<file path="src/rtl/presc_timer.sv">
module presc_timer #(
  parameter int W    = 32,
  parameter int AW   = 6,
  parameter int SYNC = 2
) (
  input  logic          clk,
  input  logic          rst_n,
  input  logic [AW-1:0] addr,
  input  logic          wr_en,
  input  logic [W-1:0]  wdata,
  output logic [W-1:0]  rdata,
  input  logic          cap_in,
  output logic          irq
);
  localparam int NM = 4;
  localparam int NF = NM + 1;
  localparam logic [AW-1:0] A_FLG = AW'(8'h00);
  localparam logic [AW-1:0] A_CTL = AW'(8'h04);
  localparam logic [AW-1:0] A_TC  = AW'(8'h08);
  localparam logic [AW-1:0] A_PR  = AW'(8'h0C);
  localparam logic [AW-1:0] A_PC  = AW'(8'h10);
  localparam logic [AW-1:0] A_MR  = AW'(8'h18);
  localparam logic [AW-1:0] A_CAP = AW'(8'h2C);

  logic [NF-1:0] flags;
  logic [1:0]    ctl;
  logic [W-1:0]  tc, pr, pc, capr;
  logic [W-1:0]  mr [NM];
  logic [SYNC:0] csync;
  logic [NF-1:0] set_v;

  wire run     = ctl[0] & ~ctl[1];
  wire tick    = run & (pc == pr);
  wire wr_tc   = wr_en & (addr == A_TC);
  wire wr_pc   = wr_en & (addr == A_PC);
  wire wr_flg  = wr_en & (addr == A_FLG);
  wire cap_rise = csync[SYNC-1] & ~csync[SYNC];

  always_comb begin
    set_v = '0;
    for (int k = 0; k < NM; k++) set_v[k] = tick & (tc == mr[k]);
    set_v[NM] = cap_rise;
  end

  assign irq = |flags;

  always_ff @(posedge clk or negedge rst_n) begin
    if (!rst_n) begin
      ctl <= '0; pr <= '0; flags <= '0; capr <= '0; csync <= '0;
      for (int k = 0; k < NM; k++) mr[k] <= '0;
    end else begin
      csync <= {csync[SYNC-1:0], cap_in};
      if (wr_en && addr == A_CTL) ctl <= wdata[1:0];
      if (wr_en && addr == A_PR)  pr  <= wdata;
      for (int k = 0; k < NM; k++)
        if (wr_en && addr == A_MR + AW'(4*k)) mr[k] <= wdata;
      if (cap_rise) capr <= tc;
      flags <= (flags & ~(wr_flg ? wdata[NF-1:0] : '0)) | set_v;
    end
  end

  always_ff @(posedge clk or negedge rst_n) begin
    if (!rst_n) begin
      tc <= '0; pc <= '0;
    end else if (ctl[1]) begin
      tc <= '0; pc <= '0;
    end else begin
      if (wr_tc)      tc <= wdata;
      else if (tick)  tc <= tc + W'(1);
      if (wr_pc)      pc <= wdata;
      else if (tick)  pc <= '0;
      else if (run)   pc <= pc + W'(1);
    end
  end

  always_comb begin
    rdata = '0;
    case (addr)
      A_FLG: rdata = W'(flags);
      A_CTL: rdata = W'(ctl);
      A_TC:  rdata = tc;
      A_PR:  rdata = pr;
      A_PC:  rdata = pc;
      A_CAP: rdata = capr;
      default: ;
    endcase
    for (int k = 0; k < NM; k++)
      if (addr == A_MR + AW'(4*k)) rdata = mr[k];
  end


  clear_hold_chk: assert property (@(posedge clk) disable iff (!rst_n)
    ctl[1] |=> (tc == '0) && (pc == '0));


  stop_hold_chk: assert property (@(posedge clk) disable iff (!rst_n)
    (!ctl[0] && !ctl[1] && !wr_en) |=> $stable(tc) && $stable(pc));


  unit_step_chk: assert property (@(posedge clk) disable iff (!rst_n)
    (!ctl[1] && !wr_tc) |=> (tc == $past(tc)) || (tc == $past(tc) + W'(1)));


  presc_restart_chk: assert property (@(posedge clk) disable iff (!rst_n)
    (tick && !wr_pc) |=> pc == '0);


  capture_load_chk: assert property (@(posedge clk) disable iff (!rst_n)
    cap_rise |=> flags[NM] && (capr == $past(tc)));


  irq_source_chk: assert property (@(posedge clk) disable iff (!rst_n)
    $rose(irq) |-> $past(|set_v));
endmodule

</file>
<file path="config.mk">
export PLATFORM = sky130hd
export DESIGN_NAME = presc_timer
export DESIGN_NICKNAME = d
export VERILOG_FILES = /design/src/rtl/presc_timer.sv
export SDC_FILE = /design/constraint.sdc
export NUM_CORES = 1
export LEC_CHECK = 0
export BUFFER_PORTS_ARGS = -buffer_cell sky130_fd_sc_hd__buf_2
export CORE_UTILIZATION = 40
export DETAILED_ROUTE_END_ITERATION = 8
export PLACE_DENSITY = 0.6
export SYNTH_ARGS = -nofsm -noshare
export SYNTH_HDL_FRONTEND = slang
export SYNTH_SLANG_ARGS = --single-unit
</file>
<file path="constraint.sdc">
create_clock -name clk -period 5.6 [get_ports clk]
set_clock_uncertainty 0.1 [all_clocks]
set_input_delay 0.28 -clock clk [delete_from_list [all_inputs] [get_ports clk]]
set_output_delay 0.28 -clock clk [all_outputs]
set_load 0.01 [all_outputs]
</file>
After elaboration in Yosys (flattened, before gate mapping)
Cells that the tools add are included.
Cells by class
  add/sub/neg operators: 2
  equality and inequality tests: 14
  mux-type cells: 13
  bitwise logic cells: 15
  reduce and logical (&&, ||, !) cells: 10
Operators with widths (count)
  two-way mux 32 bit: 11
  case mux 32 bit (6 select lines): 1
  == test 32 bit: 5
  adder 32 x 1 -> 32 bit, second input constant: 2
  == test 6 x 5 -> 1 bit, second input constant: 3
  == test 6 bit, second input constant: 3
  == test 6 x 4 -> 1 bit, second input constant: 2
  AND 1 bit: 10
  == test 6 x 3 -> 1 bit, second input constant: 1
  logical AND 1 bit: 6
  logical NOT 6 bit: 1
  AND 5 bit: 1
  two-way mux 5 bit: 1
  inverter 5 bit: 1
  bitwise OR 5 bit: 1
  OR reduction 5 bit: 1
  nonzero test 4 bit: 1
  nonzero test 3 bit: 1
  inverter 1 bit: 2
Storage, ports and cells
  flip-flop bits (word level): 266
  input port bits: 42

Longest topological paths before layout
Gate-level depths: netlist of the first run.
  word-level depth: 6
  depth in mapped cells: 9
  gate-level depth less buffers: 7

Least setup slack after synthesis of the first run
Ideal clock, no wire load.
  kind: reg2reg
  from: register pc[20]
  to: register tc[15]
  library setup time: 0.099 ns
  arrival: 2.416 ns
  data required time: 5.401 ns
  slack: 2.985 ns
  cell stages (with the launch flop): 9
  clock period less this slack: 2.615 ns
  cell sequence: dfrtp_1 -> buf_6 -> xor2_1 -> or4_4 -> nor3_4 -> nand3_2 -> buf_6 -> or4_1 -> a311oi_1
Between the ends
  cells in the longest elaborated chain, start to end: 3
RTL lines
  start, declared: RTL line 27  | logic [W-1:0] tc, pr, pc, capr;
  start signal, assigned: RTL line 70  | if (wr_pc) pc <= wdata;
  start signal, assigned: RTL line 72  | else if (run) pc <= pc + W'(1);
  == test 32 bit: RTL line 33  | wire tick = run & (pc == pr);
  AND 1 bit: RTL line 33
  nonzero test 3 bit (no line)
  end signal, assigned: RTL line 68  | if (wr_tc) tc <= wdata;
  end signal, assigned: RTL line 69  | else if (tick) tc <= tc + W'(1);
  end, declared: RTL line 27
No other way between the ends.
A chain may end at the register's enable or synchronous reset.

Worst setup path after layout of the first run
  from: input port addr[1]
  to: output port rdata[2]
Between the ends
  cells in the longest elaborated chain, start to end: 6
  elaborated cells on any way between the ends: 15
RTL lines
  start, declared: RTL line 8  | input logic [AW-1:0] addr,
  == test 6 bit (tied with other cells): RTL line 78  | case (addr)
  case mux 32 bit (6 select lines): RTL line 78
  two-way mux 32 bit (3 in a row): RTL line 88  | if (addr == A_MR + AW'(4*k)) rdata = mr[k];
  two-way mux 32 bit (*): RTL line 88
  end, declared: RTL line 11  | output logic [W-1:0] rdata,
Mark *: on every way between the ends. The rest lies on a longest branch, timed or not.

==> metrics, run 1 <==
top routing layer in use met5; GR Util All Layers approximately 29%; Synth Net Count roughly 1,500; Mapped Cells roughly 1,400; Post-Route WL ~55,000 um; Placement Cell Area around 0.016 sq mm; peak supply drop ~0.26 mV; Final WS setup between 2000 and 2500 ps; Crit path max-delay family simple AND/OR/NAND/NOR gates; post-layout min period about 3400 ps; Post-DP HPWL 38,250 um; largest net degree at the start of global routing around 160; share of layout cells above drive strength 1 between 20 and 30%; Vias 12,340; P per Cell Area roughly 340 mW/mm^2; Slew @ Worst Pin roughly 1200 ps; most used cell, CP buf_2; clk buf depth 3; main area contributors after synthesis dfrtp_1 (44%), mux2_2 (14%), xnor2_1 (8.5%), a22oi_1 (5.1%), nand4_1 (2.8%); core area between 0.03 and 0.04 sq mm; Die W about 200 um; area leader, netlist dfrtp_1; Max Slew Vio Count 0; root buffer cell clkbuf_16; Synth Warn # 0; Buf/Inv on CP 3; met2 WL approximately 25,000 um; Hold Fails Final Rpt 0; CP max FO 17; critical path class input port to output pin; met1 WL ~24,000 um; Die ar. 0.03855 sq mm; Initial Util between 40% and 50%; Post-synth EDFFs 0; # nets final roughly 1,500; max-cap violations 0; Worst path slowest cell nor2_2; setup violators final 0; gp weighted congestion around 1; sequential fraction of the synthesis area 44.07%; Vias/cell roughly 6.2; grt total ovfl 0; # DRC 0; Fin Setup TNS 0 ps; Synth Flop Type dfrtp_1; crit-path cells buf_2 -> or4b_2 -> nor2_2 -> buf_4 -> a22oi_1 -> a41oi_1 -> a221o_1 -> buf_2; CTS Sinks approximately 270; Yosys reg bits 266; syn_area_per_cell 10.65 sq um; Async SR Flop Fraction 100.0%; WL met3 4529 um; final instance area 0.01726 sq mm; CP startpoint kind input port; CTS tree done; number of global-route vias before repair about 12,000; crit share post-route between 60 and 70%; Synth top area share ~44%; status complete, no violations; CP arrival approximately 3100 ps; crit end category output pin; worst hold slack 111.0 ps; DR WL/cell around 28 um; cell area after synthesis approximately 0.015 sq mm; CTS Buf Count 31; RSZ-0062 raised after global routing false; critical path required time ~5200 ps; leakage 0.007193 uW; clock transition at the registers of the reported paths 60 ps; post-route insts no fill 1,986; antenna violation net count after detailed routing 0; Placed Cells incl. Taps roughly 1,900; first-pass GRT wire length ~83,000 um; Yosys cell types 64; FP Rows 70; initial antenna violation count 1; port buffer count 74; htree depth 1; Rel. slew slack between 20% and 30%; antenna cells 0; Clock Latency Late Sink 590 ps; fillers between 3,000 and 4,000; router iterations before antenna repair 5; Max Fclk a little under 300 MHz; CP peak stage delay 780 ps; Ports between 70 and 80; area added between synthesis and finish 14.27%; pre-CTS setup slack approximately 2000 ps; Die Y around 200 um; Initial DRC Count 1,259; HP Class input port to flip-flop
==> power breakdown <==
part	internal (uW)	switching, uW
Sequential	2160	342
Combinational	463	639
Clock	1330	851
==> per-layer routing <==
layer	vias to the layer above	global-route usage (%)
met4	2	8.825
met1	6370	41.30
li1	5355	-
met5	-	0
met3	86	5.322
met2	523	44.47
==> worst paths after layout <==
kind | end | startpoint | slack (ps) | depth (start not counted)
worst max-delay path | rdata[2] | addr[1] | 2160 | 8
worst min-delay path | flags[1] | wr_en | 110 | 4
worst max register to register | tc[28] | pc[20] | 2180 | 6
worst min register to register | csync[1] | csync[0] | 250 | 0
max in group asynchronous | pr[12] | rst_n | 3720 | 3
min in group asynchronous | mr[65] | rst_n | 210 | 2
==> worst reg2reg max path: stages, from the launching register on <==
cell,delay [ps]
dfrtp_1,510
xor2_1,280
or4_4,610
nor3_4,320
nand4_1,600
or4_1,630
a311oi_1,260
==> through the flow <==
stage          total power [uW]  util [%]
3_5_place_dp               3590     42.94
6_report                   5786     46.81
4_1_cts                    5785     46.81
2_1_floorplan              3087         -
5_1_grt                    5983     46.81
3_3_place_gp               3579     42.94
==> synth_stat cells, types with 4 or more instances <==
cell type,n
or4_1,15
o21ai_0,29
nor2b_1,7
nor4_2,6
xor2_1,47
dfrtp_1,266
buf_6,4
and4_1,5
a22oi_1,103
o22ai_1,7
buf_1,21
a211o_1,4
buf_2,18
xnor2_1,147
inv_1,19
nor2_1,56
clkbuf_1,77
nor4_1,20
and3_1,15
mux2i_1,4
nand3_1,57
a221o_1,20
nand4_1,68
a221oi_1,5
o31ai_1,15
nand2_1,69
a311oi_1,17
a211oi_1,11
nor3_1,24
a31oi_1,4
a21oi_1,15
mux2_2,194
==> state kept, by name, indices dropped and copies added, names as in the netlist <==
| register | cells |
|---|---|
| tc | 32 |
| capr | 32 |
| pc | 32 |
| mr | 128 |
| ctl | 2 |
| pr | 32 |
| csync | 3 |
| flags | 5 |
==> cell type report <==
class,count,area [sq um],share of cell area [%]
clock inverter,9,148.9,0.8626
inverter,19,71.32,0.4132
multi-input combinational,1013,7938,45.98
tap,504,630.6,3.653
sequential,266,6658,38.57
timing repair buffer,127,875.8,5.074
clock buffer,48,939.7,5.444
==> logic make-up after synthesis <==
family	count (synthesis)	share of synthesized area, %
simple gates	373	13.87
flops	266	44.07
compound gates	246	12.13
mux	198	14.73
xor+xnor	194	11.25
buf+inv	139	3.802
fa+ha+maj	2	0.1656
==> cells in the final DEF, fill, tap and decap left out, drive strengths merged, types with 3 or more instances in the layout <==
cell type,instances
nor2,56
dfrtp,266
bufinv,4
clkbuf,48
nand4,68
a311oi,17
a211o,4
nor3,25
dlygate4sd3,34
xor2,47
nand2b,3
o31ai,15
mux2i,4
nor4,29
o22ai,7
mux2,194
nand2,69
and4,6
a211oi,12
or4,17
o21ai,29
a22oi,103
nor2b,7
nand3,58
a21oi,15
or3,7
a41oi,3
xnor2,147
a31oi,4
inv,20
a221oi,5
a221o,20
and3,16
buf,93
clkinv,4
==> repair_timing <==
item | in CTS | in global routing
gates resized for setup | 0 | 0
hold endpoints to repair | 293 | 0
setup buffers | 0 | 0
hold buffers | 34 | 0
Power figures use the tool's default switching activity.
==> run 2, diff against run 1 <==
--- a/config.mk
+++ b/config.mk
@@ -8,7 +8,7 @@
 export BUFFER_PORTS_ARGS = -buffer_cell sky130_fd_sc_hd__buf_2
 export CORE_UTILIZATION = 40
 export DETAILED_ROUTE_END_ITERATION = 8
-export PLACE_DENSITY = 0.6
+export PLACE_DENSITY = 0.62
 export SYNTH_ARGS = -nofsm -noshare
 export SYNTH_HDL_FRONTEND = slang
 export SYNTH_SLANG_ARGS = --single-unit
==> constraint.sdc (replaced) <==
create_clock -name clk -period 3.14 [get_ports clk]
set_clock_uncertainty 0.1 [all_clocks]
set_input_delay 0.157 -clock clk [delete_from_list [all_inputs] [get_ports clk]]
set_output_delay 0.157 -clock clk [all_outputs]
set_load 0.01 [all_outputs]
==> run 2 against run 1 <==
  * The run now ends with negative hold slack left
  * Final cell count rose by 3.2%
  * Design area rose by 2.9%
  * Count of clock-buffer cells in the layout did not move
  * Wire length rose by 3.5%
  * First-iteration DRC count rose by 33%
  * Worst setup slack got worse by 2000 ps
  * Critical endpoint is now tc[26]
  * Largest power group unchanged
==> metrics, run 2 (synthesis results as in run 1) <==
status finished with violations; failing checks negative hold slack; switch share 32.19% (+0.53 points); area added between synthesis and finish 17.53%; P_sw 3252 uW (+78%); CTS Sinks 266 (unchanged); antenna violation net count after detailed routing 0 (unchanged); final instance area 0.01775 sq mm (+2.9%); router iterations before antenna repair 6 (+1); Largest register FFs 128 (unchanged); GR Util All Layers 29.78% (+0.84 points); first-pass GRT wire length 84,610 um (+2.5%); Vias 12,900 (+4.6%); Largest Register mr; port buffer count 74 (unchanged); r2r endpoint tc[26]; setup bufs post-CTS 0 (unchanged); Ports 75 (unchanged); Die W 196.3 um (unchanged); Clock Latency Late Sink 590 ps (about the same); Max Slew Vio Count 0 (unchanged); # nets final 1,566 (+4.3%); root buffer cell clkbuf_16; reg2reg setup slack 210 ps (-1970 ps); Placement Cell Area 0.01640 sq mm (+3.6%); clk buf depth 3 (unchanged); leading cell type in the layout, fill and taps excluded dfrtp_1; Max Fclk 340.9 MHz; leakage 0.007507 uW (+4.4%); gp weighted congestion 0.9870 (-1.4%); Post-Route WL 57,210 um (+3.5%); Post-DP HPWL 41,020 um (+7.3%); critical path required time 3520 ps (-1700 ps); most frequent cells in the layout dfrtp_1 (265), mux2_2 (194), xnor2_1 (147); Fin Setup TNS 0 ps (unchanged); crit share post-route between 90 and 100%; # DRC 0 (unchanged); Rel. slew slack 41.88% (+22 points); DR WL/cell 27.91 um (+0.25%); crit end category flip-flop; HP Class input port to async pin; CTS tree done; htree depth 1 (unchanged); Die ar. 0.03855 sq mm (unchanged); clock power share 35.2% (-2.5 points); Seq pwr share 43.1% (-0.2 points); Logic pwr share 21.7% (+2.6 points); share of layout cells above drive strength 1 28.59% (+3.1 points); critical path class flip-flop to flip-flop; core area 0.03687 sq mm (unchanged); PnR Total Power 10,100 uW (+75%); CP arrival 3320 ps (+260 ps); setup violators final 0 (unchanged); RSZ-0062 raised after global routing false; CP startpoint kind flip-flop; worst hold slack -8.409 ps (-119.4 ps); peak supply drop 0.3852 mV (+50%); FP Rows 70 (unchanged); CTS Buf Count 30 (-3.2%); clock transition at the registers of the reported paths 60 ps (about the same); Hold Fails Final Rpt 3 (+3); FF-to-FF Start pc[28]; antenna cells 0 (unchanged); Initial Util 40.97% (unchanged); grt total ovfl 0 (unchanged); CP max FO 5 (-12); max-cap violations 0 (unchanged); Vias/cell 6.292 (+1.3%); P_int 6851 uW (+73%); number of global-route vias before repair 12,360 (+4.1%); largest net degree at the start of global routing 98 (-38%); Die Y 196.3 um (unchanged); initial antenna violation count 0 (-1); P per Cell Area 569.0 mW/mm^2 (+70%); R2R depth 6 (unchanged); Initial DRC Count 1,680 (+33%); post-layout min period about 2900 ps; Slew @ Worst Pin 863.9 ps (-332.5 ps)
[run 2: final cells by class]
type                            count  area [sq um]
Fill cell                        3397         19120
Multi-Input combinational cell   1013          7935
Sequential cell                   266          6658
Timing Repair Buffer              192          1454
Clock buffer                       48         959.7
Tap cell                          504         630.6
Inverter                           19         71.32
Clock inverter                      8         46.29
[run 2: power groups by stage]
stage                     clock network, uW  logic [uW]  registers [uW]
after global routing                   3720        2290            4400
after floorplan                           0        1310            4200
after detailed placement                  0        2110            4390
final                                  3560        2190            4350
after CTS                              3600        2160            4340
after global placement                    0        2110            4370
[run 2: worst max-delay path: stages, from the launching register on]
cell and delay (ps):
dfrtp_1 450, xor2_1 210, nor4_1 520, nand4_1 330, or3_1 440, or4_1 520, a311oi_1 280
[run 2: worst max-delay path by stage]
stage              to   start  slack [ps]
6_report       tc[26]  pc[28]         210
5_1_grt         tc[8]  pc[29]          40
4_1_cts        tc[15]   pc[4]         240
3_5_place_dp   tc[26]  pc[28]         240
3_3_place_gp   tc[12]  pc[16]         290
2_1_floorplan  tc[15]  pc[20]         520
[run 2: stage by stage]
step	util [%]	setup slack (ps)	std cells
after floorplan	-	524.6	1418
after global placement	44.47	290.6	1959
after detailed placement	44.47	240.6	1959
after CTS	48.15	237.7	2050
after global routing	48.15	36.85	2050
final	48.15	206.8	2050
[run 2: what timing repair did]
item	CTS	global route
resized for setup	0	0
hold buffers	35	0
endpoints found under the hold margin	447	0
[run 2: routing by layer]
metal | vias to the layer above | wire [um] | track usage (%)
met5 | - | 0 | 0
met4 | 0 | 2131 | 10.30
met3 | 114 | 4492 | 3.747
met2 | 701 | 25690 | 45.90
met1 | 6590 | 24890 | 43.04
li1 | 5494 | - | -
